**src/rtl/altfn_pkg.sv**
```systemverilog
package altfn_pkg;
    localparam int PINS        = 5;
    localparam int PIN_STROBE  = 0;
    localparam int PIN_EXT0    = 1;
    localparam int PIN_EXT1    = 2;
    localparam int PIN_TMRX    = 3;
    localparam int PIN_TMRY    = 4;
    localparam int NIRQ        = 4;

    localparam logic [1:0] ADDR_DATA = 2'd0;
    localparam logic [1:0] ADDR_DIR  = 2'd1;
    localparam logic [1:0] ADDR_CTRL = 2'd2;
    localparam logic [1:0] ADDR_IEN  = 2'd3;

    typedef enum logic [1:0] {
        MODE_SINGLE = 2'd0,
        MODE_EXPAND = 2'd1,
        MODE_MICRO  = 2'd2,
        MODE_RSVD   = 2'd3
    } cpu_mode_e;

    typedef enum logic [1:0] {
        OWN_INPUT  = 2'd0,
        OWN_LATCH  = 2'd1,
        OWN_PERIPH = 2'd2
    } pin_owner_e;

    typedef enum logic {
        LVL_LOW  = 1'b0,
        LVL_HIGH = 1'b1
    } lvl_state_e;
endpackage

```
**src/rtl/altfn_regs.sv**
```systemverilog
module altfn_regs
    import altfn_pkg::*;
#(
    parameter int DW = 8
) (
    input  logic            clk,
    input  logic            rst_n,
    input  logic            bus_we,
    input  logic [1:0]      bus_addr,
    input  logic [DW-1:0]   bus_wdata,
    input  logic [PINS-1:0] pad_sync,
    output logic [DW-1:0]   bus_rdata,
    output logic [PINS-1:0] latch_q,
    output logic [PINS-1:0] dir_q,
    output logic            strobe_sel_q,
    output logic [1:0]      ext_pol_q,
    output logic [NIRQ-1:0] ien_q
);
    logic [PINS-1:0] data_view;
    logic            unused_wbits;

    assign unused_wbits = ^bus_wdata[DW-1:PINS];

    always_ff @(posedge clk or negedge rst_n) begin
        if (!rst_n) begin
            latch_q      <= '0;
            dir_q        <= '0;
            strobe_sel_q <= 1'b0;
            ext_pol_q    <= '0;
            ien_q        <= '0;
        end else if (bus_we) begin
            unique case (bus_addr)
                ADDR_DATA: latch_q <= bus_wdata[PINS-1:0];
                ADDR_DIR:  dir_q   <= bus_wdata[PINS-1:0];
                ADDR_CTRL: begin
                    strobe_sel_q <= bus_wdata[0];
                    ext_pol_q    <= bus_wdata[2:1];
                end
                ADDR_IEN:  ien_q   <= bus_wdata[NIRQ-1:0];
                default:   ;
            endcase
        end
    end

    // per-pin choice between latch and synchronized pad
    generate
        for (genvar p = 0; p < PINS; p++) begin : g_view
            assign data_view[p] = dir_q[p] ? latch_q[p] : pad_sync[p];
        end
    endgenerate

    always_comb begin
        bus_rdata = '0;
        unique case (bus_addr)
            ADDR_DATA: bus_rdata[PINS-1:0] = data_view;
            ADDR_DIR:  bus_rdata[PINS-1:0] = dir_q;
            ADDR_CTRL: bus_rdata[2:0]      = {ext_pol_q, strobe_sel_q};
            ADDR_IEN:  bus_rdata[NIRQ-1:0] = ien_q;
            default:   bus_rdata = '0;
        endcase
    end

    // written registers keep their value when no write is issued
    assert_hold_R10: assert property (@(posedge clk) disable iff (!rst_n)
        !bus_we |=> ($stable(dir_q) && $stable(ien_q) && $stable(latch_q)));
endmodule

```
**src/rtl/altfn_sync.sv**
```systemverilog
module altfn_sync #(
    parameter int W      = 5,
    parameter int STAGES = 2
) (
    input  logic         clk,
    input  logic         rst_n,
    input  logic [W-1:0] d,
    output logic [W-1:0] q
);
    logic [W-1:0] chain_q [STAGES];

    always_ff @(posedge clk or negedge rst_n) begin
        if (!rst_n) begin
            for (int k = 0; k < STAGES; k++) chain_q[k] <= '0;
        end else begin
            chain_q[0] <= d;
            for (int k = 1; k < STAGES; k++) chain_q[k] <= chain_q[k-1];
        end
    end

    assign q = chain_q[STAGES-1];
endmodule

```
**src/rtl/altfn_edge.sv**
```systemverilog
module altfn_edge
    import altfn_pkg::*;
(
    input  logic clk,
    input  logic rst_n,
    input  logic lvl,
    input  logic rise_sel,
    input  logic enable,
    input  logic block,
    output logic pulse
);
    lvl_state_e state_q, state_d;
    logic       hit;
    logic       pulse_q;

    // state register
    always_ff @(posedge clk or negedge rst_n) begin
        if (!rst_n) state_q <= LVL_LOW;
        else        state_q <= state_d;
    end

    // transitions and edge qualification
    always_comb begin
        state_d = state_q;
        hit     = 1'b0;
        unique case (state_q)
            LVL_LOW: if (lvl) begin
                state_d = LVL_HIGH;
                hit     = rise_sel;
            end
            LVL_HIGH: if (!lvl) begin
                state_d = LVL_LOW;
                hit     = !rise_sel;
            end
            default: state_d = LVL_LOW;
        endcase
    end

    // output register
    always_ff @(posedge clk or negedge rst_n) begin
        if (!rst_n) pulse_q <= 1'b0;
        else        pulse_q <= hit && enable && !block;
    end

    assign pulse = pulse_q;

    assert_single_pulse_R7: assert property (@(posedge clk) disable iff (!rst_n)
        (pulse_q && (rise_sel == $past(rise_sel))) |=> !pulse_q);

    assert_enable_gate_R7: assert property (@(posedge clk) disable iff (!rst_n)
        !enable |=> !pulse_q);

    assert_no_false_pulse_R9: assert property (@(posedge clk) disable iff (!rst_n)
        (lvl == $past(lvl)) |=> !pulse_q);

    assert_block_R8: assert property (@(posedge clk) disable iff (!rst_n)
        block |=> !pulse_q);
endmodule

```
**src/rtl/altfn_mux.sv**
```systemverilog
module altfn_mux
    import altfn_pkg::*;
(
    input  logic [PINS-1:0] latch_q,
    input  logic [PINS-1:0] dir_q,
    input  logic            strobe_sel,
    input  logic [1:0]      cpu_mode,
    input  logic            mem_strobe,
    input  logic            tmr_x_outmode,
    input  logic            tmr_x_out,
    input  logic            tmr_y_outmode,
    input  logic            tmr_y_out,
    output logic [PINS-1:0] pad_out,
    output logic [PINS-1:0] pad_oe
);
    cpu_mode_e mode;
    logic      strobe_active;

    assign mode = cpu_mode_e'(cpu_mode);

    always_comb begin
        unique case (mode)
            MODE_EXPAND, MODE_MICRO: strobe_active = strobe_sel;
            MODE_SINGLE, MODE_RSVD:  strobe_active = 1'b0;
            default:                 strobe_active = 1'b0;
        endcase
    end

    generate
        for (genvar p = 0; p < PINS; p++) begin : g_pin
            pin_owner_e owner;
            logic       periph_on;
            logic       periph_val;

            if (p == PIN_STROBE) begin : g_strobe
                assign periph_on  = strobe_active;
                assign periph_val = mem_strobe;
            end else if (p == PIN_TMRX) begin : g_tx
                assign periph_on  = tmr_x_outmode;
                assign periph_val = tmr_x_out;
            end else if (p == PIN_TMRY) begin : g_ty
                assign periph_on  = tmr_y_outmode;
                assign periph_val = tmr_y_out;
            end else begin : g_plain
                assign periph_on  = 1'b0;
                assign periph_val = 1'b0;
            end

            // ownership selection
            always_comb begin
                if (periph_on)     owner = OWN_PERIPH;
                else if (dir_q[p]) owner = OWN_LATCH;
                else               owner = OWN_INPUT;
            end

            // pad drive per owner
            always_comb begin
                unique case (owner)
                    OWN_PERIPH: begin pad_oe[p] = 1'b1; pad_out[p] = periph_val; end
                    OWN_LATCH:  begin pad_oe[p] = 1'b1; pad_out[p] = latch_q[p]; end
                    OWN_INPUT:  begin pad_oe[p] = 1'b0; pad_out[p] = latch_q[p]; end
                    default:    begin pad_oe[p] = 1'b0; pad_out[p] = latch_q[p]; end
                endcase
            end
        end
    endgenerate
endmodule

```
**src/rtl/altfn_port.sv**
```systemverilog
module altfn_port
    import altfn_pkg::*;
#(
    parameter int DW          = 8,
    parameter int SYNC_STAGES = 2
) (
    input  logic            clk,
    input  logic            rst_n,
    input  logic            bus_we,
    input  logic [1:0]      bus_addr,
    input  logic [DW-1:0]   bus_wdata,
    output logic [DW-1:0]   bus_rdata,
    input  logic [1:0]      cpu_mode,
    input  logic            mem_strobe,
    input  logic            tmr_x_outmode,
    input  logic            tmr_x_out,
    input  logic            tmr_x_pol,
    input  logic            tmr_y_outmode,
    input  logic            tmr_y_out,
    input  logic            tmr_y_pol,
    input  logic [PINS-1:0] pad_in,
    output logic [PINS-1:0] pad_out,
    output logic [PINS-1:0] pad_oe,
    output logic            tmr_x_in,
    output logic            tmr_y_in,
    output logic [1:0]      irq_ext,
    output logic [1:0]      irq_cnt
);
    logic [PINS-1:0] pad_sync;
    logic [PINS-1:0] latch_q;
    logic [PINS-1:0] dir_q;
    logic            strobe_sel_q;
    logic [1:0]      ext_pol_q;
    logic [NIRQ-1:0] ien_q;

    logic [NIRQ-1:0] src_lvl;
    logic [NIRQ-1:0] src_rise;
    logic [NIRQ-1:0] src_block;
    logic [NIRQ-1:0] irq_all;

    altfn_sync #(.W(PINS), .STAGES(SYNC_STAGES)) u_sync (
        .clk (clk),
        .rst_n (rst_n),
        .d (pad_in),
        .q (pad_sync)
    );

    altfn_regs #(.DW(DW)) u_regs (
        .clk (clk),
        .rst_n (rst_n),
        .bus_we (bus_we),
        .bus_addr (bus_addr),
        .bus_wdata (bus_wdata),
        .pad_sync (pad_sync),
        .bus_rdata (bus_rdata),
        .latch_q (latch_q),
        .dir_q (dir_q),
        .strobe_sel_q (strobe_sel_q),
        .ext_pol_q (ext_pol_q),
        .ien_q (ien_q)
    );

    altfn_mux u_mux (
        .latch_q (latch_q),
        .dir_q (dir_q),
        .strobe_sel (strobe_sel_q),
        .cpu_mode (cpu_mode),
        .mem_strobe (mem_strobe),
        .tmr_x_outmode (tmr_x_outmode),
        .tmr_x_out (tmr_x_out),
        .tmr_y_outmode (tmr_y_outmode),
        .tmr_y_out (tmr_y_out),
        .pad_out (pad_out),
        .pad_oe (pad_oe)
    );

    assign tmr_x_in = pad_sync[PIN_TMRX];
    assign tmr_y_in = pad_sync[PIN_TMRY];

    // interrupt source table: 0,1 external; 2,3 counter
    assign src_lvl   = {pad_sync[PIN_TMRY], pad_sync[PIN_TMRX],
                        pad_sync[PIN_EXT1], pad_sync[PIN_EXT0]};
    assign src_rise  = {tmr_y_pol, tmr_x_pol, ext_pol_q};
    assign src_block = {tmr_y_outmode, tmr_x_outmode, 2'b00};

    generate
        for (genvar s = 0; s < NIRQ; s++) begin : g_irq
            altfn_edge u_edge (
                .clk (clk),
                .rst_n (rst_n),
                .lvl (src_lvl[s]),
                .rise_sel (src_rise[s]),
                .enable (ien_q[s]),
                .block (src_block[s]),
                .pulse (irq_all[s])
            );
        end
    endgenerate

    assign irq_ext = irq_all[1:0];
    assign irq_cnt = irq_all[3:2];

    assert_tmr_override_R5: assert property (@(posedge clk) disable iff (!rst_n)
        tmr_x_outmode |-> (pad_oe[PIN_TMRX] && (pad_out[PIN_TMRX] == tmr_x_out)));

    assert_input_undriven_R2: assert property (@(posedge clk) disable iff (!rst_n)
        (!dir_q[PIN_EXT0] && !dir_q[PIN_EXT1]) |-> !(pad_oe[PIN_EXT0] || pad_oe[PIN_EXT1]));

    assert_strobe_mode_R4: assert property (@(posedge clk) disable iff (!rst_n)
        (cpu_mode == 2'd0 && !dir_q[PIN_STROBE]) |-> !pad_oe[PIN_STROBE]);

    assert_irq_onehot_cnt_R8: assert property (@(posedge clk) disable iff (!rst_n)
        (tmr_x_outmode && tmr_y_outmode) |=> (irq_cnt == 2'b00));
endmodule

```
**config.mk**
```make
export PLATFORM = sky130hd
export DESIGN_NAME = altfn_port
export DESIGN_NICKNAME = d
export VERILOG_FILES = /design/src/rtl/altfn_pkg.sv /design/src/rtl/altfn_regs.sv /design/src/rtl/altfn_sync.sv /design/src/rtl/altfn_edge.sv /design/src/rtl/altfn_mux.sv /design/src/rtl/altfn_port.sv
export SDC_FILE = /design/constraint.sdc
export NUM_CORES = 1
export LEC_CHECK = 0
export CORE_ASPECT_RATIO = 1.4
export CORE_UTILIZATION = 65
export DETAILED_ROUTE_END_ITERATION = 16
export DONT_BUFFER_PORTS = 1
export PLACE_DENSITY = 0.89
export SLEW_MARGIN = 0
export SYNTH_ARGS = -nofsm -noshare
export SYNTH_HDL_FRONTEND = slang
export SYNTH_SLANG_ARGS = --single-unit
```
**constraint.sdc**
```tcl
create_clock -name clk -period 3.3 [get_ports clk]
set_clock_uncertainty 0.05 [all_clocks]
set_input_delay 0.495 -clock clk [delete_from_list [all_inputs] [get_ports clk]]
set_output_delay 0.495 -clock clk [all_outputs]
set_load 0.05 [all_outputs]
```
# ---- Word level (Yosys, flattened, before mapping)
# Cells that the tools add are included.
dict set report word_totals {
  regBits 35
  latch_bits 0
  ram_bits 0
  rom_bits 0
  input_bits 27
  out_inout_bits 24
  word_cells 103
  n_memories 0
}
dict set report classes {
  addsub 0
  multipliers 0
  div_mod_pow 0
  order_cmp 0
  n_eq_ne 16
  n_shift 0
  muxes 43
  bitwise_logic 4
  reduce_logical 25
}
# op count
set op_table {}
lappend op_table {{$mux W1} 32}
lappend op_table {{$eq A2 B2 Y1 const B} 7}
lappend op_table {{$reduce_or A2 Y1} 7}
lappend op_table {{$pmux W1 S2} 6}
lappend op_table {{$pmux W3 S4} 1}
lappend op_table {{$eq A2 B1 Y1 const B} 5}
lappend op_table {{$reduce_and A2 Y1} 4}
lappend op_table {{$logic_and A1 B1 Y1} 6}
lappend op_table {{$logic_not A1 Y1} 6}
lappend op_table {{$mux W2} 3}
lappend op_table {{$eq A1 B2 Y1 const B} 2}
lappend op_table {{$logic_not A2 Y1} 2}
lappend op_table {{$not A1 Y1} 4}
lappend op_table {{$pmux W1 S3} 1}
lappend op_table {{$eq A1 B1 Y1 const B} 2}

# ---- Depth between registers and ports, before layout
dict set report logic_depth {
  ltp_word 7
  mapped_depth 4
  depth_no_buf 3
}

# ---- Cells and area by module
# Synthesis repeated with hierarchy kept, for this count alone.
dict set report unflattened {
  cells_unflattened 124
  area_unflattened_um2 1604.0
}
# mod instances cells_per_inst area_per_inst_um2 seq_area_each_um2
set modules_own_cells {}
lappend modules_own_cells {altfn_regs 1 72 887.1 425.4}
lappend modules_own_cells {altfn_edge 4 6 81.3 50.0}
lappend modules_own_cells {altfn_sync 1 15 287.8 250.2}
lappend modules_own_cells {altfn_mux 1 12 100.1 0.0}
lappend modules_own_cells {altfn_port 1 1 3.8 0.0}

# ---- Least setup slack after synthesis
# Ideal clock, no wire load.
dict set report synth_timing {
  path_kind {input to output}
  from {in bus_addr[0]}
  to {out bus_rdata[3]}
  arrival_time_ps 1913
  required_ps 2755
  slack_ps 842
  path_stages 4
  path_buffers 1
  path_cell_list {buf_4 -> nor2_1 -> a22oi_1 -> o21ai_0}
}
dict set report synth_between {
  elab_chain_cells 2
  elab_cells_between_ends 4
  classes_between {2 x eq/ne; 1 x mux; 1 x reduce/logical}
}
# element line
set synth_lines {}
lappend synth_lines {{start: declaration} altfn_port.sv:10} ;# input logic [1:0] bus_addr,
lappend synth_lines {{$eq A2 B2 Y1, or another cell as far along} altfn_regs.sv:54} ;# unique case (bus_addr)
lappend synth_lines {{$pmux W1 S3 *} altfn_regs.sv:54}
lappend synth_lines {{end: declaration} altfn_port.sv:12} ;# output logic [DW-1:0] bus_rdata,
# Every way passes the cells marked *; elsewhere a longest branch is shown, timed or not.

# ---- Worst setup path after layout
dict set report layout_timing {
  from {reg u_regs.dir_q[2]}
  to {out bus_rdata[2]}
}
dict set report layout_between {
  elab_chain_cells 2
}
# element line
set layout_lines {}
lappend layout_lines {{start: declaration} altfn_regs.sv:14} ;# output logic [PINS-1:0] dir_q,
lappend layout_lines {{start signal: assignment} altfn_regs.sv:34} ;# ADDR_DIR: dir_q <= bus_wdata[PINS-1:0];
lappend layout_lines {{$mux W1} altfn_regs.sv:48} ;# assign data_view[p] = dir_q[p] ? latch_q[p] : pad_sync[p];
lappend layout_lines {{$pmux W3 S4 *} altfn_regs.sv:54}
# Marks and branches as above.

==> metrics.cfg <==
[yosys]
synthCells = 108
ys_ff_latch = 35
synth_flop_cell = dfrtp_1
synth_most_common_cell = dfrtp_1
async_reset_ff_share_pct = 100
synthTopCellsByCount = dfrtp_1, mux2_2, buf_4
synthDistinctLibCells = 24
ys_top_cells_by_area = dfrtp_1, mux2_2, buf_4
ys_warn_count = 0
synth-edff-count = 0
synth_top_area_cell = dfrtp_1
syn_avg_cell_area_um2 = 14.2
syn_area_um2 = 1530
synth-seq-area-share_pct = 57.2
synth.top_cell.area_share_pct = 57.2

[sta]
period_minus_slack_ns = 2.60
fin_tns_setup_ns = 0
hold_ws_ns = 0.124
setup_viol = 0
finalCritPeriodShare_pct = 78.8
maxSlewViolCount = 0
relSlewSlack_pct = 62.3
rsz0062_at_grt = no
worst_pin_slew_ns = 0.566
clock.fmax_mhz = 385
setup_slack_ns = 0.699
hold_violations = 0

[clocking]
cts.hold.buffers_added = 2
cts_buffer_depth = 2
root_buffer = clkbuf_4
cts_buffers = 5
ctsResizeCount = 0
h-tree-depth = 2
cts_sinks = 35
post_cts.repair.setup_buffers = 0
cts_tree = yes
clk_pin_slew_ns = 0.10
clock_latency_ns = 0.34

[drt]
drtIter0Drc = 8
detail-route-antenna-nets = 0
post-route-drc-count = 0
via_per_inst = 6.31
dr_total_vias = 827
routed_wl_mm = 2.40
wire_per_inst_um = 18.3
drtPass1Iterations = 4

[layout]
multiInputGateArea_um2 = 561
final-seq-area_um2 = 876
final_nets = 135
fill_cells = 159
num_antenna_cells = 0
drive_gt1_share_pct = 37.6
post-route-util_pct = 72.4
syn_to_final_growth_pct = 4.25
stdcell_count = 131

[power]
internal-power_mw = 0.745
vdd_drop_max_mv = 0.472
seqPwrFrac_pct = 51.4
total_leakage_power_nw = 0.700
power_density_nw_per_um2 = 699
clkPwrFrac_pct = 28.3
power_switching_mw = 0.370
swShare_pct = 33.2
comb_power_share_pct = 20.3

[status]
status = complete, no violations

[placed_design]
io_buffer_count = 0
hpwl_mm = 1.79
place_ws_ns = 1.08
dp_cells = 121
gp_congestion = 0.713

[die]
chipHeight_um = 59.4
rows = 20
start_util_pct = 69.5
core_um2 = 2200
io_pins = 51
die_w_um = 43.0
die-area_um2 = 2550

[grt]
grt_pass1_wl_mm = 3.84
grt_antenna_before_repair = 0
grt_start_max_net_pins = 36
grt-ovfl-total = 0
grt_pass1_vias = 801
grtUsageTotal_pct = 21.4

[critical_path]
path_class = flip-flop to output pin
start_kind = flip-flop
cp.required_ns = 2.75
cp_top_family = multiplexers
crit_chain = mux2_2 > mux4_2
crit_buf_inv = 0
crit_path_max_incr_delay_ns = 0.70
path_max_fanout = 4
critPathSlowestCell = dfrtp_1
arrival_ns = 2.06
endpoint_kind = output pin

[worst_hold_path]
hold_class = input pin to flip-flop

[job]
drv_cap = 0

-- placed cells by master (no fill, tap or decap), types with 3 or more instances in the layout --
master	count
dfrtp_1	35
mux2_2	22
nor2_1	5
clkbuf_4	5
nand2_1	4
mux4_2	3
a21oi_1	3
nand3b_1	3
conb_1	3
-- area by class of cell --
class                      count  share of cell area, %
clock buffer                   6                   3.22
clock inverter                 2                   2.20
multi-input combinational     62                   35.1
sequential                    35                   54.9
tap                           22                   1.73
timing repair buffer           4                   2.82
-- flip-flops by register name, summed over array words and instances, names as in the netlist --
register / count
u_regs.strobe_sel_q: 1
u_sync.chain_q: 5
g_irq.u_edge.pulse: 4
g_irq.u_edge.state_q: 4
u_sync.q: 5
u_regs.ien_q: 4
u_regs.latch_q: 5
u_regs.dir_q: 5
u_regs.ext_pol_q: 2
-- layer usage --
metal	wire length [um]	GRT usage [%]	up-vias
met3	168	9.76	9
met5	0	0	-
met2	1280	34.4	33
met1	895	24.8	417
met4	57	9.09	0
li1	-	-	368
-- cells by family (layout without fill, tap and decap cells) --
logic type,after synthesis,in the layout,synth area share [%]
buffers and inverters,13,12,6.62
flip-flops,35,35,57.2
other,1,3,0.245
AO/OA/AOI/OAI,8,8,3.11
multiplexers,27,27,22.3
XOR/XNOR,1,1,0.572
AND/OR/NAND/NOR,23,23,9.89
-- power groups by stage --
stage	Sequential [mW]	Combinational, mW	Clock (mW)
after floorplan	0.520	0.274	0
after global placement	0.578	0.213	0
after detailed placement	0.583	0.217	0
after CTS	0.574	0.230	0.326
after global routing	0.581	0.240	0.342
final	0.573	0.227	0.315
-- worst paths after layout --
path	slack [ns]	depth (start not counted)	startpoint	endpoint
worst max register to register	2.01	3	u_sync.q[3]$_DFF_PN0_	g_irq[2].u_edge.pulse$_DFF_PN0_
worst min register to register	0.31	0	u_sync.chain_q[6]$_DFF_PN0_	u_sync.q[1]$_DFF_PN0_
max in group asynchronous	2.48	2	rst_n	u_sync.chain_q[8]$_DFF_PN0_
worst max-delay path	0.70	2	u_regs.dir_q[2]$_DFFE_PN0P_	bus_rdata[2]
min in group asynchronous	0.54	2	rst_n	u_regs.dir_q[1]$_DFFE_PN0P_
worst min-delay path	0.12	0	pad_in[2]	u_sync.chain_q[7]$_DFF_PN0_
-- stage by stage --
| stage | instance area, um2 | power, mW |
|---|---|---|
| global placement | 1480 | 0.791 |
| finish | 1600 | 1.12 |
| floorplan | 1540 | 0.794 |
| detailed placement | 1480 | 0.800 |
| global route | 1600 | 1.16 |
| CTS | 1600 | 1.13 |
Power figures use the tool's default switching activity.
